File: config.mk
export PLATFORM = sky130hd
export DESIGN_NAME = sdram_refresh_sched
export DESIGN_NICKNAME = d
export VERILOG_FILES = /design/src/rtl/sdram_ref_pkg.sv /design/src/rtl/refresh_interval_timer.sv /design/src/rtl/refresh_debt_ctr.sv /design/src/rtl/refresh_wait_timer.sv /design/src/rtl/sdram_refresh_sched.sv
export SDC_FILE = /design/constraint.sdc
export NUM_CORES = 1
export LEC_CHECK = 0
export CAP_MARGIN = 40
export CORE_AREA = 2 2 77 79
export DETAILED_ROUTE_END_ITERATION = 6
export DIE_AREA = 0 0 79 81
export GPL_ROUTABILITY_DRIVEN = 0
export SYNTH_ARGS = -nofsm -noshare
export SYNTH_HDL_FRONTEND = slang
export SYNTH_SLANG_ARGS = --single-unit
File: constraint.sdc
create_clock -name clk -period 4 [get_ports clk]
set_input_delay 0.8 -clock clk [delete_from_list [all_inputs] [get_ports clk]]
set_output_delay 0.8 -clock clk [all_outputs]
set_load 0.02 [all_outputs]
File: src/rtl/sdram_ref_pkg.sv
// Shared types for the SDRAM refresh scheduler.
// Assumes: command encoding is fixed and decoded by the command mux downstream.
package sdram_ref_pkg;

    typedef enum logic [1:0] {
        CMD_NOP      = 2'd0,
        CMD_PRE_ALL  = 2'd1,
        CMD_AUTO_REF = 2'd2,
        CMD_SELF_REF = 2'd3
    } ref_cmd_e;

    typedef enum logic [3:0] {
        S_IDLE,
        S_PRE,
        S_TRP,
        S_REF,
        S_TRFC,
        S_SRE,
        S_DWELL,
        S_HOLD,
        S_XW
    } ref_state_e;

endpackage

File: src/rtl/refresh_interval_timer.sv
// Free-running interval timer: pulses tick once every INTERVAL cycles.
// Assumes: hold clears the count and suppresses the tick (used during self refresh).
module refresh_interval_timer #(
    parameter int INTERVAL = 3906
) (
    input  logic clk,
    input  logic rst_n,
    input  logic hold,
    output logic tick
);
    localparam int CW = $clog2(INTERVAL + 1);
    localparam logic [CW-1:0] LAST = CW'(INTERVAL - 1);

    logic [CW-1:0] cnt;

    assign tick = !hold && (cnt == LAST);

    // Count cycles, wrap at the interval, clear while held.
    always_ff @(posedge clk) begin
        if (!rst_n || hold || tick) cnt <= '0;
        else                        cnt <= cnt + 1'b1;
    end
endmodule

File: src/rtl/refresh_debt_ctr.sv
// Saturating count of refreshes owed to the memory.
// Assumes: clr has priority; an inc and dec in the same cycle cancel.
module refresh_debt_ctr #(
    parameter int PEND_MAX = 8
) (
    input  logic clk,
    input  logic rst_n,
    input  logic inc,
    input  logic dec,
    input  logic clr,
    output logic empty,
    output logic full
);
    localparam int DW = $clog2(PEND_MAX + 1);
    localparam logic [DW-1:0] TOP = DW'(PEND_MAX);

    logic [DW-1:0] debt;

    assign empty = (debt == '0);
    assign full  = (debt == TOP);

    // Track owed refreshes, saturating at the top and floor.
    always_ff @(posedge clk) begin
        if (!rst_n || clr)                 debt <= '0;
        else if (inc && !dec && !full)     debt <= debt + 1'b1;
        else if (dec && !inc && !empty)    debt <= debt - 1'b1;
    end
endmodule

File: src/rtl/refresh_wait_timer.sv
// Down-counter for recovery and dwell waits; done when it reaches zero.
// Assumes: the owner loads it on entry to each wait state.
module refresh_wait_timer #(
    parameter int TW = 8
) (
    input  logic          clk,
    input  logic          rst_n,
    input  logic          load,
    input  logic [TW-1:0] load_val,
    output logic          done
);
    logic [TW-1:0] tm;

    assign done = (tm == '0);

    // Load a new wait, otherwise count down to zero and stop.
    always_ff @(posedge clk) begin
        if (!rst_n)      tm <= '0;
        else if (load)   tm <= load_val;
        else if (!done)  tm <= tm - 1'b1;
    end
endmodule

File: src/rtl/sdram_refresh_sched.sv
// SDRAM refresh scheduler: distributed AUTO REFRESH with debt catch-up,
// forced PRECHARGE-all, and self-refresh entry/exit with minimum dwell.
// Assumes: T_RP, T_RFC, T_SR_MIN >= 2; the arbiter grants only when idle
// and leaves the bus to this block while bus_own is high.
module sdram_refresh_sched #(
    parameter int CLK_PS   = 4000,
    parameter int INTERVAL = 15625000 / CLK_PS,
    parameter int T_RP     = 5,
    parameter int T_RFC    = 20,
    parameter int T_SR_MIN = 12,
    parameter int PEND_MAX = 8
) (
    input  logic       clk,
    input  logic       rst_n,
    input  logic       banks_open,
    input  logic       ref_gnt,
    input  logic       sr_req,
    output logic       ref_req,
    output logic       ref_urgent,
    output logic       bus_own,
    output logic [1:0] cmd,
    output logic       cke
);
    import sdram_ref_pkg::*;

    localparam int TMAX = (T_RP > T_RFC) ? ((T_RP > T_SR_MIN) ? T_RP : T_SR_MIN)
                                         : ((T_RFC > T_SR_MIN) ? T_RFC : T_SR_MIN);
    localparam int TW = $clog2(TMAX + 1);
    localparam logic [TW-1:0] LD_RP   = TW'(T_RP - 2);
    localparam logic [TW-1:0] LD_RFC  = TW'(T_RFC - 2);
    localparam logic [TW-1:0] LD_SR   = TW'(T_SR_MIN - 2);
    localparam logic [TW-1:0] LD_EXIT = TW'(T_RFC - 1);

    ref_state_e    st, nxt;
    logic          goal_sr;
    logic          tick, debt_empty, debt_full, in_sr;
    logic          tm_load, tm_done;
    logic [TW-1:0] tm_val;
    ref_cmd_e      cmd_q;

    assign in_sr = (st == S_SRE) || (st == S_DWELL) || (st == S_HOLD) || (st == S_XW);

    refresh_interval_timer #(.INTERVAL(INTERVAL)) u_ivl (
        .clk(clk), .rst_n(rst_n), .hold(in_sr), .tick(tick)
    );

    refresh_debt_ctr #(.PEND_MAX(PEND_MAX)) u_debt (
        .clk(clk), .rst_n(rst_n), .inc(tick), .dec(st == S_REF),
        .clr(st == S_SRE), .empty(debt_empty), .full(debt_full)
    );

    refresh_wait_timer #(.TW(TW)) u_wait (
        .clk(clk), .rst_n(rst_n), .load(tm_load), .load_val(tm_val), .done(tm_done)
    );

    // Next-state and wait-timer load decode.
    always_comb begin
        nxt     = st;
        tm_load = 1'b0;
        tm_val  = '0;
        case (st)
            S_IDLE:  if (ref_gnt && ref_req)
                         nxt = banks_open ? S_PRE : (sr_req ? S_SRE : S_REF);
            S_PRE:   begin nxt = S_TRP;   tm_load = 1'b1; tm_val = LD_RP;  end
            S_TRP:   if (tm_done) nxt = goal_sr ? S_SRE : S_REF;
            S_REF:   begin nxt = S_TRFC;  tm_load = 1'b1; tm_val = LD_RFC; end
            S_TRFC:  if (tm_done) nxt = debt_empty ? S_IDLE : S_REF;
            S_SRE:   begin nxt = S_DWELL; tm_load = 1'b1; tm_val = LD_SR;  end
            S_DWELL: if (tm_done) nxt = S_HOLD;
            S_HOLD:  if (!sr_req) begin nxt = S_XW; tm_load = 1'b1; tm_val = LD_EXIT; end
            S_XW:    if (tm_done) nxt = S_IDLE;
            default: nxt = S_IDLE;
        endcase
    end

    // State register and latched goal of the current ownership.
    always_ff @(posedge clk) begin
        if (!rst_n) begin
            st      <= S_IDLE;
            goal_sr <= 1'b0;
        end else begin
            st <= nxt;
            if (st == S_IDLE && ref_gnt && ref_req) goal_sr <= sr_req;
        end
    end

    // Command decode from the current state.
    always_comb begin
        case (st)
            S_PRE:   cmd_q = CMD_PRE_ALL;
            S_REF:   cmd_q = CMD_AUTO_REF;
            S_SRE:   cmd_q = CMD_SELF_REF;
            default: cmd_q = CMD_NOP;
        endcase
    end

    assign cmd        = cmd_q;
    assign cke        = !((st == S_SRE) || (st == S_DWELL) || (st == S_HOLD));
    assign bus_own    = (st != S_IDLE);
    assign ref_req    = (st == S_IDLE) && (!debt_empty || sr_req);
    assign ref_urgent = debt_full;
endmodule

==> results.md, run 1 <==
- Die ar.: 0.00640 mm^2
- Commonest non-fill, non-tap cell in the layout: dfxtp_1
- Max-slew violations: 0
- Headroom to the max-slew limit: 0.555
- Unrepaired setup endpoints after global routing: no
- Max-cap violations: 0
- Post-CTS Repair Setup Buffers: 0
- PortBufs: 10
- CP arrival: 2430 ps
- Cts hold-fix bufs: 0
- Max clock buf depth: 2
- Worst setup EP type: output port
- Setup TNS Final: 0 ps
- Vias: 1306
- Critical path type: input pin to output port
- Pwr/cell area: 616 mW/mm^2
- Post-Route WL: 2980 um
- Worst Hold Class: flip-flop to flip-flop
- Synth async-reset ratio: 0
- Fin. Hold Viols: 0
- LEAKAGE: 0.000645 uW
- Synth Net Count: 208
- Clock Pin Slew Worst Setup and Hold Paths: 100 ps
- Worst Max-Slew Pin Slew: 666 ps
- Clk_lat worst skew: 270 ps
- H-tree levels: 1
- Share of the synthesized area in the top cell type: 0.324
- Total GRT Usage: 0.101
- Most frequent cells in the layout: dfxtp_1 (26), nor2_1 (22), nand2_1 (19)
- Synth-to-Final Area Change: 12.4%
- RR Endpoint: u_debt.debt[3]
- Max Clock Skew: 6.77 ps
- Dpl cells: 272
- Min-delay src: u_ivl.cnt[0]
- Initial Util: 0.283
- Number of vias per cell: 4.73
- Highest clock rate: 0.309 GHz
- Worst Setup SP: sr_req
- WP data required: 3200 ps
- Ys Warns: 0
- Hold Crit Endpoint: u_ivl.cnt[0]
- Hold path depth: 1
- Min cycle time layout: 3230 ps
- Final Non-Filler Cells: 276
- Total power: 1110 uW
- CP startpoint kind: input pin
- Number of CTS-inserted buffers: 3
- Hold WS: 496 ps
- Die width: 79 um
- Share of layout cells above drive strength 1: 0.0697
- Initial antenna violation count: 0
- Layout fillers: 621
- FF-to-FF path depth: 10
- TritonCTS clock tree: yes
- First DRT Iteration DRCs: 60
- Total grt overflow: 0
- Number of synthesized flops with an enable pin: 0
- Status: completed
- DRT antenna net count: 0
- DR WL/cell: 10.8 um
- Tcrit/Tclk final: 0.809
- Seq/Total Area, Yosys: 0.324
- HPWL after DPL: 2170 um
- CP Max Fanout: 8
- Core area: 0.00568 mm^2
- Syn Inst Count: 196
- First-pass GRT wire length: 5350 um
- Clk sink count: 26
- Initial DRT Pass Iterations: 4
- Max VDD drop: 0.263 mV
- Setup Viol. Count Final: 0
- Main synth FF type: dfxtp_1
- Synth top area cells: dfxtp_1 (32%), nor2_1 (5.1%), xor2_1 (4.9%), ha_1 (4.7%), nand2_1 (4.4%)
- Reg2Reg Launch Point: st[2]
- Nets: 214
- Row count: 28
- Internal reg-to-reg setup slack: 1360 ps
- Yosys top cell by area: dfxtp_1
- Synth unique cells: 50
- PostCTS Resize Cnt: 0
- Die Y: 81 um
- Num ports: 11
- Clk root buf: clkbuf_8
- Vias in the first global route: 1219
- Syn Area/Cell: 8.19 um^2
- Antenna fix cells: 0
- Post-synthesis cell area: 0.00161 mm^2
- DRC Markers: 0
- Pin count of the biggest net entering global routing: 21
- Yosys reg bits: 26
-- final cells by class --
class / count / area (um^2) / share of cell area
clock inverters: 1 / 30.0 / 0.0166
repair buffers: 10 / 100 / 0.0555
multi-input cells: 153 / 988 / 0.548
inverters: 8 / 30.0 / 0.0166
well taps: 75 / 93.8 / 0.0520
flip-flops and latches: 26 / 520 / 0.288
clock buffers: 3 / 41.3 / 0.0229
-- per-stage QoR --
step	util	cell area, um^2	worst slack, ps
after floorplan	-	1610	1730
after global placement	0.305	1730	816
after detailed placement	0.305	1730	768
after CTS	0.318	1800	770
after global routing	0.318	1800	673
final	0.318	1800	766
-- cell families (layout without fill, tap and decap cells) --
| logic type | Yosys count | after routing | share of synthesized area |
|---|---|---|---|
| XOR/XNOR | 15 | 15 | 0.0818 |
| multiplexers | 1 | 1 | 0.00624 |
| AND/OR/NAND/NOR | 93 | 93 | 0.316 |
| adder cells (fa/ha/maj) | 7 | 7 | 0.0592 |
| buffers and inverters | 17 | 22 | 0.0600 |
| flip-flops | 26 | 26 | 0.324 |
| AO/OA/AOI/OAI | 37 | 37 | 0.153 |
-- sequential cells by signal, indices dropped and copies added (netlist names) --
register and flops:
u_debt.debt 4, goal_sr 1, u_ivl.cnt 12, u_wait.tm 5, st 4
-- report_power, final --
part | internal (uW) | switching (uW)
clock | 134 | 85.9
sequential | 306 | 94.6
combinational | 232 | 260
-- cells in the mapped netlist (all sizes together) (2+ instances only) --
| master | instances |
|---|---|
| nor2b | 5 |
| ha | 6 |
| a21oi | 13 |
| nand4 | 3 |
| buf | 4 |
| and2 | 3 |
| nand3 | 9 |
| and3 | 5 |
| xnor2 | 6 |
| dfxtp | 26 |
| nor3 | 9 |
| a21boi | 2 |
| o22ai | 3 |
| nor4 | 2 |
| nand4b | 3 |
| o31ai | 3 |
| o21a | 2 |
| nor3b | 2 |
| nand2b | 3 |
| o21ai | 6 |
| inv | 8 |
| nand2 | 19 |
| clkbuf | 5 |
| xor2 | 9 |
| nor2 | 22 |
| nand3b | 4 |
-- routing by layer --
layer | vias up | global-route usage | part of all wire
met1 | 595 | 0.132 | 0.52
met2 | 10 | 0.166 | 0.45
met4 | 0 | 0.0310 | 0.0084
met5 | - | 0 | 0
li1 | 699 | - | -
met3 | 2 | 0.0222 | 0.027
-- how the worst max path moves through the flow --
stage              end  slack (ps)  cells after the start
2_1_floorplan  ref_req        1730                      4
3_3_place_gp   ref_req         820                      5
3_5_place_dp   ref_req         770                      5
6_report       ref_req         770                      5
5_1_grt        ref_req         670                      5
4_1_cts        ref_req         770                      5
-- critical path: stages --
cell,delay (ps)
clkdlybuf4s50_1,620
inv_1,90
and2_1,180
nor2_1,130
clkdlybuf4s50_1,620
Power figures use the tool's default switching activity.
==> inputs of run 2 (changes only) <==
Clock period 4 ns to 2.9 ns, I/O delays scaled along.
==> results.md, run 2 (synthesized netlist as in run 1, its figures left out) <==
- First DRT Iteration DRCs: 83
- PortBufs: 10
- Total GRT Usage: 0.101
- Fin. Hold Viols: 0
- LEAKAGE: 0.000668 uW
- Initial Util: 0.283
- Row count: 28
- Pin count of the biggest net entering global routing: 16
- Share of layout cells above drive strength 1: 0.0966
- Layout fillers: 621
- Max Clock Skew: 3.06 ps
- Core area: 0.00568 mm^2
- Post-Layout Inst Area: 0.00183 mm^2
- Die width: 79 um
- DR WL/cell: 10.6 um
- Synth-to-Final Area Change: 14.2%
- Max clock buf depth: 2
- H-tree levels: 1
- TritonCTS clock tree: yes
- Headroom to the max-slew limit: 0.691
- Number of vias per cell: 4.71
- CP arrival: 2080 ps
- Clock Pin Slew Worst Setup and Hold Paths: 90 ps
- Vias in the first global route: 1202
- Critical path type: flip-flop to output port
- Nets: 220
- Largest Register: u_ivl.cnt
- Reg2Reg Launch Point: st[3]
- Max-cap violations: 0
- HPWL after DPL: 2240 um
- Most frequent cells in the layout: dfxtp_1 (26), nor2_1 (22), nand2_1 (19)
- Clk root buf: clkbuf_8
- Initial antenna violation count: 0
- Worst Hold Class: flip-flop to flip-flop
- Clk sink count: 26
- Post-Route WL: 3000 um
- PostCTS Resize Cnt: 0
- Initial DRT Pass Iterations: 4
- Setup TNS Final: 0 ps
- Post-CTS Repair Setup Buffers: 0
- Hold path depth: 1
- Vias: 1329
- FF-to-FF path depth: 10
- Max reg flops: 12
- DRT antenna net count: 0
- Status: completed
- Max-slew violations: 0
- Num ports: 11
- First-pass GRT wire length: 5250 um
- Area of the multi-input gates: 988 um^2
- Clk_lat worst skew: 270 ps
- Commonest non-fill, non-tap cell in the layout: dfxtp_1
- Cts hold-fix bufs: 0
- DRC Markers: 0
- Placed inst area: 0.00178 mm^2
- Min cycle time layout: 2660 ps
- Die Y: 81 um
- CP startpoint kind: flip-flop
- Max VDD drop: 0.352 mV
- Die ar.: 0.00640 mm^2
- Min-delay src: u_ivl.cnt[0]
- Highest clock rate: 0.376 GHz
- Setup Viol. Count Final: 0
- Register Area: 520 um^2
- Worst Max-Slew Pin Slew: 460 ps
- WP data required: 2320 ps
- Tcrit/Tclk final: 0.917
- CP Max Fanout: 9
- Worst setup EP type: output port
- Antenna fix cells: 0
- Number of CTS-inserted buffers: 3
- Pwr/cell area: 818 mW/mm^2
- Internal reg-to-reg setup slack: 450 ps
- Top Registers: u_ivl.cnt: 12 flops, u_wait.tm: 5 flops
- Worst Setup SP: st[3]
- Unrepaired setup endpoints after global routing: no
- Total grt overflow: 0
run 2: cell count changes in the layout (fill, tap and decap cells not counted), sizes merged:
cell and delta:
bufinv -1, clkbuf +1, buf +6
run 2: cell type report:
| cell class | instances | area share |
|---|---|---|
| Inverter | 8 | 0.0164 |
| Sequential cell | 26 | 0.284 |
| Multi-Input combinational cell | 153 | 0.539 |
| Tap cell | 75 | 0.0512 |
| Timing Repair Buffer | 16 | 0.0792 |
| Clock buffer | 4 | 0.0300 |
run 2: routing by layer:
layer  share of wire  wire length (um)  GRT usage
met5               0                 0          0
met4          0.0090                27     0.0259
met3           0.025                76     0.0233
met2            0.45              1350      0.172
met1            0.52              1550      0.129
run 2: final timing paths:
kind / to
worst max-delay path: ref_req
worst min-delay path: u_ivl.cnt[0]
worst max register to register: u_debt.debt[3]
worst min register to register: u_ivl.cnt[0]
run 2: power by group:
group | switching (uW) | internal [uW] | leakage, uW
registers | 64.3 | 422 | 0.000212
logic | 432 | 346 | 0.000427
clock network | 114 | 121 | 0.0000288
total | 610 | 890 | 0.000668
run 2: stage by stage:
step	total power [uW]	std cells	hold WS, ps	setup slack (ps)	utilization
CTS	1510	282	505	261	0.323
global placement	1270	278	476	306	0.313
floorplan	1100	196	453	669	-
detailed placement	1270	278	482	300	0.313
finish	1500	282	496	241	0.323
global route	1630	282	555	149	0.323
run 2: worst max-delay path: stages, from the launching register on:
cell	delay (ps)
dfxtp_1	420
nor4_2	510
inv_1	110
nor2_1	150
clkdlybuf4s50_1	620
==> inputs of run 3 (changes only) <==
Settings changed: SETUP_SLACK_MARGIN set to 0.5.
==> results.md, run 3 (synthesized netlist as in run 1, its figures left out) <==
- Commonest non-fill, non-tap cell in the layout: nor2_1
- Vias in the first global route: 1211
- First DRT Iteration DRCs: 82
- Headroom to the max-slew limit: 0.687
- Tcrit/Tclk final: 0.803
- Clk root buf: clkbuf_8
- Row count: 28
- CP peak stage delay: 390 ps
- HPWL after DPL: 2240 um
- Fin. Hold Viols: 0
- Core area: 0.00568 mm^2
- LEAKAGE: 0.000700 uW
- Max clock buf depth: 2
- Status: completed
- H-tree levels: 1
- Top Registers: u_ivl.cnt: 12 flops, u_wait.tm: 5 flops
- Post-Route WL: 3070 um
- Total grt overflow: 0
- Num ports: 11
- Number of CTS-inserted buffers: 3
- Total power: 1520 uW
- Die ar.: 0.00640 mm^2
- Min-delay src: u_ivl.cnt[0]
- Clock Pin Slew Worst Setup and Hold Paths: 90 ps
- DR WL/cell: 10.9 um
- Antenna fix cells: 0
- CP arrival: 2500 ps
- Clock power frac: 0.157
- Die Y: 81 um
- Clk_lat worst skew: 270 ps
- Hold WS: 471 ps
- Placed inst area: 0.00178 mm^2
- Max reg flops: 12
- Final core utilization: 0.329
- Combinational fraction of design power: 0.516
- Setup TNS Final: 0 ps
- Number of vias per cell: 4.83
- Switch Pwr: 621 uW
- Post-Layout Inst Area: 0.00187 mm^2
- CP max-delay cell: or3_4
- Max-cap violations: 0
- Largest Register: u_ivl.cnt
- Critical path type: flip-flop to flip-flop
- Max-slew violations: 0
- CP startpoint kind: flip-flop
- Vias: 1366
- Unrepaired setup endpoints after global routing: yes
- Initial antenna violation count: 0
- Initial Util: 0.283
- Min cycle time layout: 2330 ps
- Worst Max-Slew Pin Slew: 468 ps
- Share of layout cells above drive strength 1: 0.139
- Die width: 79 um
- PortBufs: 10
- Clk sink count: 26
- WP data required: 3070 ps
- Worst Hold Class: flip-flop to flip-flop
- Worst Setup SP: u_ivl.cnt[2]
- Cts hold-fix bufs: 0
- CP Max Fanout: 6
- Initial DRT Pass Iterations: 4
- Nets: 221
- Internal: 900 uW
- DRC Markers: 0
- FF-to-FF path depth: 10
- Highest clock rate: 0.429 GHz
- Total GRT Usage: 0.101
- CP cell instances: or3_4 -> nor3_4 -> and3_4 -> inv_2 -> ha_1 -> a21o_1 -> a21oi_2 -> nand4b_1 -> nand3_1 -> nor3b_1
- Switching portion of total power: 0.408
- Max Clock Skew: 1.86 ps
- Worst setup EP type: flip-flop
- Reg2Reg Launch Point: u_ivl.cnt[2]
- Most frequent cells in the layout: nor2_1 (22), nand2_1 (19), dfxtp_1 (19)
- Pin count of the biggest net entering global routing: 16
- Hold path depth: 1
- Synth-to-Final Area Change: 16.2%
- Max VDD drop: 0.352 mV
- TritonCTS clock tree: yes
- Sequential Power Share: 0.327
- Pwr/cell area: 816 mW/mm^2
- First-pass GRT wire length: 5270 um
- DRT antenna net count: 0
- Setup Viol. Count Final: 0
[run 3: power by group through the flow]
stage                     clock network, uW  registers [uW]  logic [uW]
after floorplan                           0             471         628
after global placement                    0             493         774
after detailed placement                  0             494         777
after CTS                               245             493         783
after global routing                    262             509         881
final                                   239             498         785
[run 3: final cells by class]
| class | count | area (um^2) |
|---|---|---|
| fill | 620 | 3810 |
| multi-input combinational | 153 | 1000 |
| sequential | 26 | 532 |
| timing repair buffer | 17 | 154 |
| tap | 75 | 93.8 |
| clock buffer | 4 | 55.1 |
| inverter | 8 | 30.0 |
[run 3: worst paths after layout]
| kind | end | slack, ps |
|---|---|---|
| hold reg to reg | u_ivl.cnt[0] | 470 |
| setup reg to reg | u_debt.debt[3] | 570 |
| setup / recovery | u_debt.debt[3] | 570 |
| hold / removal | u_ivl.cnt[0] | 470 |
[run 3: per-stage QoR]
| step | setup slack [ps] | cells |
|---|---|---|
| 2_1_floorplan | 669 | 196 |
| 3_3_place_gp | 306 | 278 |
| 3_5_place_dp | 300 | 278 |
| 4_1_cts | 499 | 282 |
| 5_1_grt | 406 | 283 |
| 6_report | 571 | 283 |
[run 3: routing by layer]
metal / part of all wire / wire [um] / GRT usage / vias up
met4: 0.0088 / 27 / 0.0259 / 0
met5: 0 / 0 / 0 / -
met1: 0.52 / 1580 / 0.129 / 644
met3: 0.025 / 78 / 0.0233 / 4
met2: 0.45 / 1380 / 0.173 / 11
li1: - / - / - / 707
[run 3: what timing repair did]
action	CTS	global route
pin swaps	1	4
buffers inserted	0	1
setup endpoints to repair	3	3
resized for setup	4	8
[run 3: critical path: cells and delay by family (launching register included)]
kind	cells	cell delay (ps)
simple gates	6	1230
buf+inv	1	70
fa+ha+maj	1	270
compound gates	2	310
flops	1	350
